File: config.mk
export PLATFORM = sky130hd
export DESIGN_NAME = mux_bus_seq
export DESIGN_NICKNAME = d
export VERILOG_FILES = /design/src/rtl/mbs_pkg.sv /design/src/rtl/mbs_phase.sv /design/src/rtl/mbs_strobe.sv /design/src/rtl/mbs_capture.sv /design/src/rtl/mux_bus_seq.sv
export SDC_FILE = /design/constraint.sdc
export NUM_CORES = 1
export LEC_CHECK = 0
export BUFFER_PORTS_ARGS = -buffer_cell sky130_fd_sc_hd__buf_2
export CORE_ASPECT_RATIO = 2
export CORE_MARGIN = 2
export CORE_UTILIZATION = 30
export CTS_CLUSTER_SIZE = 8
export DETAILED_ROUTE_END_ITERATION = 10
export GPL_TIMING_DRIVEN = 0
export SYNTH_ARGS = -nofsm -noshare
export SYNTH_HDL_FRONTEND = slang
export SYNTH_SLANG_ARGS = --single-unit
File: constraint.sdc
create_clock -name clk -period 1.5 [get_ports clk]
set_input_delay 0.15 -clock clk [delete_from_list [all_inputs] [get_ports clk]]
set_output_delay 0.15 -clock clk [all_outputs]
set_load 0.05 [all_outputs]
File: src/rtl/mbs_pkg.sv
package mbs_pkg;
   typedef enum logic [1:0] {
      KIND_FETCH = 2'd0,
      KIND_READ  = 2'd1,
      KIND_WRITE = 2'd2,
      KIND_RSVD  = 2'd3
   } bus_kind_e;

   typedef enum logic [2:0] {
      TS_IDLE = 3'd0,
      TS_T1   = 3'd1,
      TS_T2   = 3'd2,
      TS_T3   = 3'd3,
      TS_T4   = 3'd4
   } tstate_e;
endpackage

File: src/rtl/mbs_phase.sv
module mbs_phase
   import mbs_pkg::*;
#(
   parameter int SUBS = 3
) (
   input  logic                      clk,
   input  logic                      rst,
   input  logic                      start,
   input  logic                      is_fetch,
   output tstate_e                   ts,
   output logic [$clog2(SUBS)-1:0]   sub,
   output logic                      cycle_end
);
   localparam int SUB_W = $clog2(SUBS);
   localparam logic [SUB_W-1:0] SUB_LAST = SUB_W'(SUBS - 1);

   tstate_e ts_next;
   logic    last_sub;

   assign last_sub = (sub == SUB_LAST);

   always_comb begin
      case (ts)
         TS_T1:   ts_next = TS_T2;
         TS_T2:   ts_next = TS_T3;
         TS_T3:   ts_next = is_fetch ? TS_T4 : TS_IDLE;
         default: ts_next = TS_IDLE;
      endcase
   end

   assign cycle_end = last_sub && ((ts == TS_T3 && !is_fetch) || ts == TS_T4);

   always_ff @(posedge clk) begin
      if (rst) begin
         ts  <= TS_IDLE;
         sub <= '0;
      end else if (ts == TS_IDLE) begin
         sub <= '0;
         if (start) ts <= TS_T1;
      end else if (last_sub) begin
         sub <= '0;
         ts  <= ts_next;
      end else begin
         sub <= sub + 1'b1;
      end
   end

   AST_SUB_RANGE: assert property (@(posedge clk) disable iff (rst)
      sub <= SUB_LAST);
   AST_IDLE_SUB_ZERO: assert property (@(posedge clk) disable iff (rst)
      (ts == TS_IDLE) |-> (sub == '0));
endmodule

File: src/rtl/mbs_strobe.sv
module mbs_strobe
   import mbs_pkg::*;
#(
   parameter int SUBS   = 3,
   parameter int DATA_W = 8
) (
   input  tstate_e                  ts,
   input  logic [$clog2(SUBS)-1:0]  sub,
   input  bus_kind_e                kind,
   input  logic [DATA_W-1:0]        addr_lo,
   input  logic [DATA_W-1:0]        wdata,
   input  logic                     cycle_end,
   output logic                     ale,
   output logic                     rd_n,
   output logic                     wr_n,
   output logic                     ad_oe,
   output logic [DATA_W-1:0]        ad_out,
   output logic                     capture,
   output logic                     done
);
   localparam int SUB_W = $clog2(SUBS);
   localparam logic [SUB_W-1:0] SUB_MID    = SUB_W'(SUBS / 2);
   localparam logic [SUB_W-1:0] SUB_SAMPLE = SUB_W'(SUBS - 2);

   logic is_write;
   logic in_t1, in_t2, in_t3;

   assign is_write = (kind == KIND_WRITE);
   assign in_t1    = (ts == TS_T1);
   assign in_t2    = (ts == TS_T2);
   assign in_t3    = (ts == TS_T3);

   always_comb begin
      ale     = in_t1 && (sub == '0);
      ad_oe   = in_t1 || (is_write && (in_t2 || in_t3));
      ad_out  = in_t1 ? addr_lo : (is_write && (in_t2 || in_t3)) ? wdata : '0;
      rd_n    = !(!is_write && (in_t2 || (in_t3 && sub <= SUB_SAMPLE)));
      wr_n    = !(is_write && ((in_t1 && sub >= SUB_MID) || in_t2));
      capture = !is_write && in_t3 && (sub == SUB_SAMPLE);
      done    = cycle_end;
   end
endmodule

File: src/rtl/mbs_capture.sv
module mbs_capture #(
   parameter int DATA_W     = 8,
   parameter bit HOLD_RDATA = 1'b1
) (
   input  logic              clk,
   input  logic              rst,
   input  logic              capture,
   input  logic              done,
   input  logic [DATA_W-1:0] ad_in,
   output logic [DATA_W-1:0] rdata
);
   logic [DATA_W-1:0] held;

   always_ff @(posedge clk) begin
      if (rst)          held <= '0;
      else if (capture) held <= ad_in;
   end

   generate
      if (HOLD_RDATA) begin : g_hold
         logic unused_done;
         assign unused_done = done;
         assign rdata = held;
      end else begin : g_gate
         assign rdata = done ? held : '0;
      end
   endgenerate
endmodule

File: src/rtl/mux_bus_seq.sv
module mux_bus_seq
   import mbs_pkg::*;
#(
   parameter int ADDR_W          = 16,
   parameter int DATA_W          = 8,
   parameter int SUBS            = 3,
   parameter bit HOLD_RDATA      = 1'b1,
   parameter bit IDLE_ADDR_HOLD  = 1'b1
) (
   input  logic                      clk,
   input  logic                      rst,
   input  logic                      req_valid,
   input  logic [1:0]                req_kind,
   input  logic [ADDR_W-1:0]         req_addr,
   input  logic [DATA_W-1:0]         req_wdata,
   output logic                      busy,
   output logic [ADDR_W-DATA_W-1:0]  addr_hi,
   output logic [DATA_W-1:0]         ad_out,
   output logic                      ad_oe,
   input  logic [DATA_W-1:0]         ad_in,
   output logic                      ale,
   output logic                      rd_n,
   output logic                      wr_n,
   output logic                      done,
   output logic [DATA_W-1:0]         rdata
);
   localparam int HI_W  = ADDR_W - DATA_W;
   localparam int SUB_W = $clog2(SUBS);

   initial begin
      if (SUBS < 3)        $error("SUBS must be at least 3");
      if (DATA_W < 1)      $error("DATA_W must be positive");
      if (ADDR_W <= DATA_W) $error("ADDR_W must exceed DATA_W");
   end

   tstate_e             ts;
   logic [SUB_W-1:0]    sub;
   logic                cycle_end;
   logic                accept;
   logic                capture;
   bus_kind_e           kind_q;
   logic [ADDR_W-1:0]   addr_q;
   logic [DATA_W-1:0]   wdata_q;

   assign busy   = (ts != TS_IDLE);
   assign accept = req_valid && !busy;

   always_ff @(posedge clk) begin
      if (rst) begin
         kind_q  <= KIND_FETCH;
         addr_q  <= '0;
         wdata_q <= '0;
      end else if (accept) begin
         kind_q  <= bus_kind_e'(req_kind);
         addr_q  <= req_addr;
         wdata_q <= req_wdata;
      end
   end

   mbs_phase #(.SUBS(SUBS)) u_phase (
      .clk       (clk),
      .rst       (rst),
      .start     (accept),
      .is_fetch  (kind_q == KIND_FETCH),
      .ts        (ts),
      .sub       (sub),
      .cycle_end (cycle_end)
   );

   mbs_strobe #(.SUBS(SUBS), .DATA_W(DATA_W)) u_strobe (
      .ts        (ts),
      .sub       (sub),
      .kind      (kind_q),
      .addr_lo   (addr_q[DATA_W-1:0]),
      .wdata     (wdata_q),
      .cycle_end (cycle_end),
      .ale       (ale),
      .rd_n      (rd_n),
      .wr_n      (wr_n),
      .ad_oe     (ad_oe),
      .ad_out    (ad_out),
      .capture   (capture),
      .done      (done)
   );

   mbs_capture #(.DATA_W(DATA_W), .HOLD_RDATA(HOLD_RDATA)) u_capture (
      .clk     (clk),
      .rst     (rst),
      .capture (capture),
      .done    (done),
      .ad_in   (ad_in),
      .rdata   (rdata)
   );

   generate
      if (IDLE_ADDR_HOLD) begin : g_hi_hold
         assign addr_hi = addr_q[ADDR_W-1:DATA_W];
      end else begin : g_hi_zero
         assign addr_hi = busy ? addr_q[ADDR_W-1:DATA_W] : {HI_W{1'b0}};
      end
   endgenerate

   AST_STROBE_EXCL: assert property (@(posedge clk) disable iff (rst)
      !(!rd_n && !wr_n));
   AST_NO_DRIVE_ON_READ: assert property (@(posedge clk) disable iff (rst)
      !rd_n |-> !ad_oe);
   AST_IDLE_QUIET: assert property (@(posedge clk) disable iff (rst)
      !busy |-> (rd_n && wr_n && !ad_oe && !ale && !done));
   AST_ALE_SINGLE: assert property (@(posedge clk) disable iff (rst)
      ale |=> !ale);
   AST_DONE_SINGLE: assert property (@(posedge clk) disable iff (rst)
      done |=> (!done && !busy));
   AST_HI_STABLE: assert property (@(posedge clk) disable iff (rst)
      (busy && $past(busy)) |-> $stable(addr_hi));
   AST_ALE_DRIVES: assert property (@(posedge clk) disable iff (rst)
      ale |-> ad_oe);
endmodule

==> impl_metrics.toml <==
[yosys]
synth_top_family_by_area = "simple AND/OR/NAND/NOR gates"
yosysMostFrequentCell = "nand2_1"
synth_edf_count = 0
ys_ff_latch = 39
synth_top_area_cell = "dfxtp_1"
synth_area_leaders = "dfxtp_1 42%, nand2_1 11%, mux2i_1 9.1%"
synth_mux_area_frac = 0.0912
syn-mean-instance-area_um2 = 8.33
synth-compound-area-share = 0.0999
synthTopCellsByCount = "54 x nand2_1, 39 x dfxtp_1, 28 x a21oi_1"
ys_warn_count = 0
synthAdderAreaFrac = 0.0268
synth_flop_cell = "dfxtp_1"
synthArstFlopShare = 0
synth_xor_xnor_area_share = 0
synthesis.nets = 265
synth_cell_type_count = 30
synthesis.area_mm2 = 0.00187
synth_top_cell_area_share = 0.418
synth-simple-area-share = 0.259
synth_cells = 224
ys_seq_area_frac = 0.418

[worst_setup_path]
crit_path_start_kind = "flip-flop"
cpPeakStageDelay_ns = 0.33
worstSetupPathType = "reg -> out"
required_ns = 1.35
worstPathMaxFanout = 7
crit_arrival_ns = 1.63
reg2reg_to = "addr_q[1]$_SDFFE_PP0P_"
crit_chain = "buf_8 > nor3b_4 > buf_6 > mux2i_4 > nor2_2 > buf_6"
endpoint_kind = "output port"
crit_end = "ad_out[2]"
reg2regPathDepth = 6
crit_slowest_cell = "dfxtp_2"
crit_start = "u_phase.ts[1]$_SDFFE_PP0P_"
r2r_start = "u_phase.ts[0]$_SDFFE_PP0P_"
r2r_slack_ns = -0.09
crit_top_cell = "buf_6"

[cells_and_area]
area_delta_synth_final_pct = 59.9
fin_nets = 359
n_antenna_cell = 0
drive_gt1_frac = 0.539
fillers = 595

[pwr]
p_seq_frac = 0.404
power.internal_uw = 2000
p_per_area_mw_per_mm2 = 935
power.leakage_uw = 0.00129
p_sw_uw = 793
clkPwrFrac = 0.371
swShare = 0.284
p_comb_frac = 0.225
ir_worst_vdd_uv = 839

[floorplan]
io_pins = 67
initial_core_util = 0.311
die_h_um = 116
fp.dieArea_mm2 = 0.00691
dieWidth_um = 59.8
rows = 40
coreArea_mm2 = 0.00601

[placement]
dp_hpwl_um = 3520
port_buffers = 65
place_congestion = 0.726
dp_worst_setup_slack_ns = -0.248

[status]
status = "finished, violations left"
violations = "setup timing"

[drt]
final_antenna_net_count = 0
vias = 1815
firstDrtPassIters = 4
remaining_drc_errors = 0
wl_um = 5430
avgViaCountPerCell = 4.75
first_iter_violations = 31
wl_per_cell_um = 14.2

[clock_tree]
clk_latency_ns = 0.28
clock-sinks = 39
htreeDepth = 2
clk_path_buf_depth = 2
path_clk_slew_ns = 0.06
cts_buffers = 5
root_buffer = "clkbuf_16"
cts_hold_buffers = 0
cts_tree = "yes"

[sta]
worst_pin_slew_ns = 0.560
rsz0062_at_grt = "true"
worst_clock_skew_ns = 0.00753
max-slew-margin-rel = 0.627
final.period_utilization = 1.18
slew_viol_final = 0
final_hold_viol_count = 0
setup_slack_ns = -0.275
fin_crit_ns = 1.78
finalSetupViolCount = 33
fmaxAchievable_mhz = 563
holdWs_ns = 0.101

[global_routing]
overflow = 0
track_usage = 0.155
grt_pass1_wl_um = 8140
grt_max_degree = 14
antenna_found_initial = 0
grt_pass1_vias = 1824

[job]
drv_cap = 0

[worst_hold_path]
hold_path_class = "in -> reg"
holdPathStages = 3
==> worst min-delay path by stage <==
stage / start / end
after floorplan: req_addr[0] / addr_q[0]$_SDFFE_PP0P_
after global placement: req_wdata[7] / wdata_q[7]$_SDFFE_PP0P_
after detailed placement: req_wdata[3] / wdata_q[3]$_SDFFE_PP0P_
after CTS: req_wdata[7] / wdata_q[7]$_SDFFE_PP0P_
after global routing: req_addr[3] / addr_q[3]$_SDFFE_PP0P_
final: req_addr[12] / addr_q[12]$_SDFFE_PP0P_
==> placed cells by master (no fill, tap or decap), types with 15 or more instances in the layout <==
cell / n
nand2_2: 18
mux2i_1: 15
a21oi_1: 21
nand2b_1: 19
buf_6: 24
buf_4: 23
dfxtp_1: 34
nand2_1: 34
buf_2: 51
==> registers in the layout, indices dropped and copies added, names as in the netlist <==
signal / flops
addr_q: 16
u_capture.rdata: 8
wdata_q: 8
u_phase.ts: 3
kind_q: 2
u_phase.sub: 2
==> power by group through the flow <==
stage               Clock [uW]  Sequential, uW  Combinational, uW
global placement             0            1140                453
finish                    1040            1130                628
detailed placement           0            1140                457
global route              1090            1130                675
floorplan                    0            1130                333
CTS                       1050            1120                531
==> layout make-up <==
| type | instances | area, um2 | area share |
|---|---|---|---|
| Buffer | 22 | 195 | 0.0654 |
| Clock buffer | 5 | 125 | 0.0419 |
| Clock inverter | 3 | 20.0 | 0.00671 |
| Inverter | 5 | 18.8 | 0.00629 |
| Multi-Input combinational cell | 156 | 1090 | 0.364 |
| Sequential cell | 39 | 787 | 0.264 |
| Tap cell | 63 | 78.8 | 0.0264 |
| Timing Repair Buffer | 89 | 672 | 0.225 |
==> layer usage <==
layer / global-route usage / up-vias / share of wire
met3: 0.0190 / 9 / 0.024
met4: 0.0770 / 0 / 0.025
met5: 0 / - / 0
met2: 0.294 / 35 / 0.58
li1: - / 912 / -
met1: 0.155 / 859 / 0.37
==> metrics by stage <==
step	setup TNS (ns)	power, uW	std cells	cell area [um2]	util
after detailed placement	-2.41	1600	352	2290	0.382
after global placement	-2.16	1590	352	2290	0.382
after CTS	-2.99	2700	371	2690	0.448
after floorplan	-0.848	1460	224	1890	-
final	-3.86	2790	382	2980	0.497
after global routing	-5.69	2900	382	2980	0.497
==> critical path: cells and delay by family, from the launching register on <==
| kind | cells | cell delay, ns |
|---|---|---|
| muxes | 1 | 0.24 |
| and+or+nand+nor | 2 | 0.32 |
| buffers and inverters | 3 | 0.46 |
| DFF | 1 | 0.33 |
==> logic make-up after synthesis <==
| group | count (synthesis) |
|---|---|
| AO/OA/AOI/OAI | 35 |
| buffers and inverters | 30 |
| adder cells (fa/ha/maj) | 4 |
| flip-flops | 39 |
| AND/OR/NAND/NOR | 99 |
| multiplexers | 17 |
==> what timing repair did <==
item | CTS | global route
pin swaps | 7 | 8
gates resized for setup | 54 | 52
setup buffers | 12 | 8
gates cloned | 1 | 4
setup endpoints to repair | 35 | 43
(Power assumes the default switching activity.)
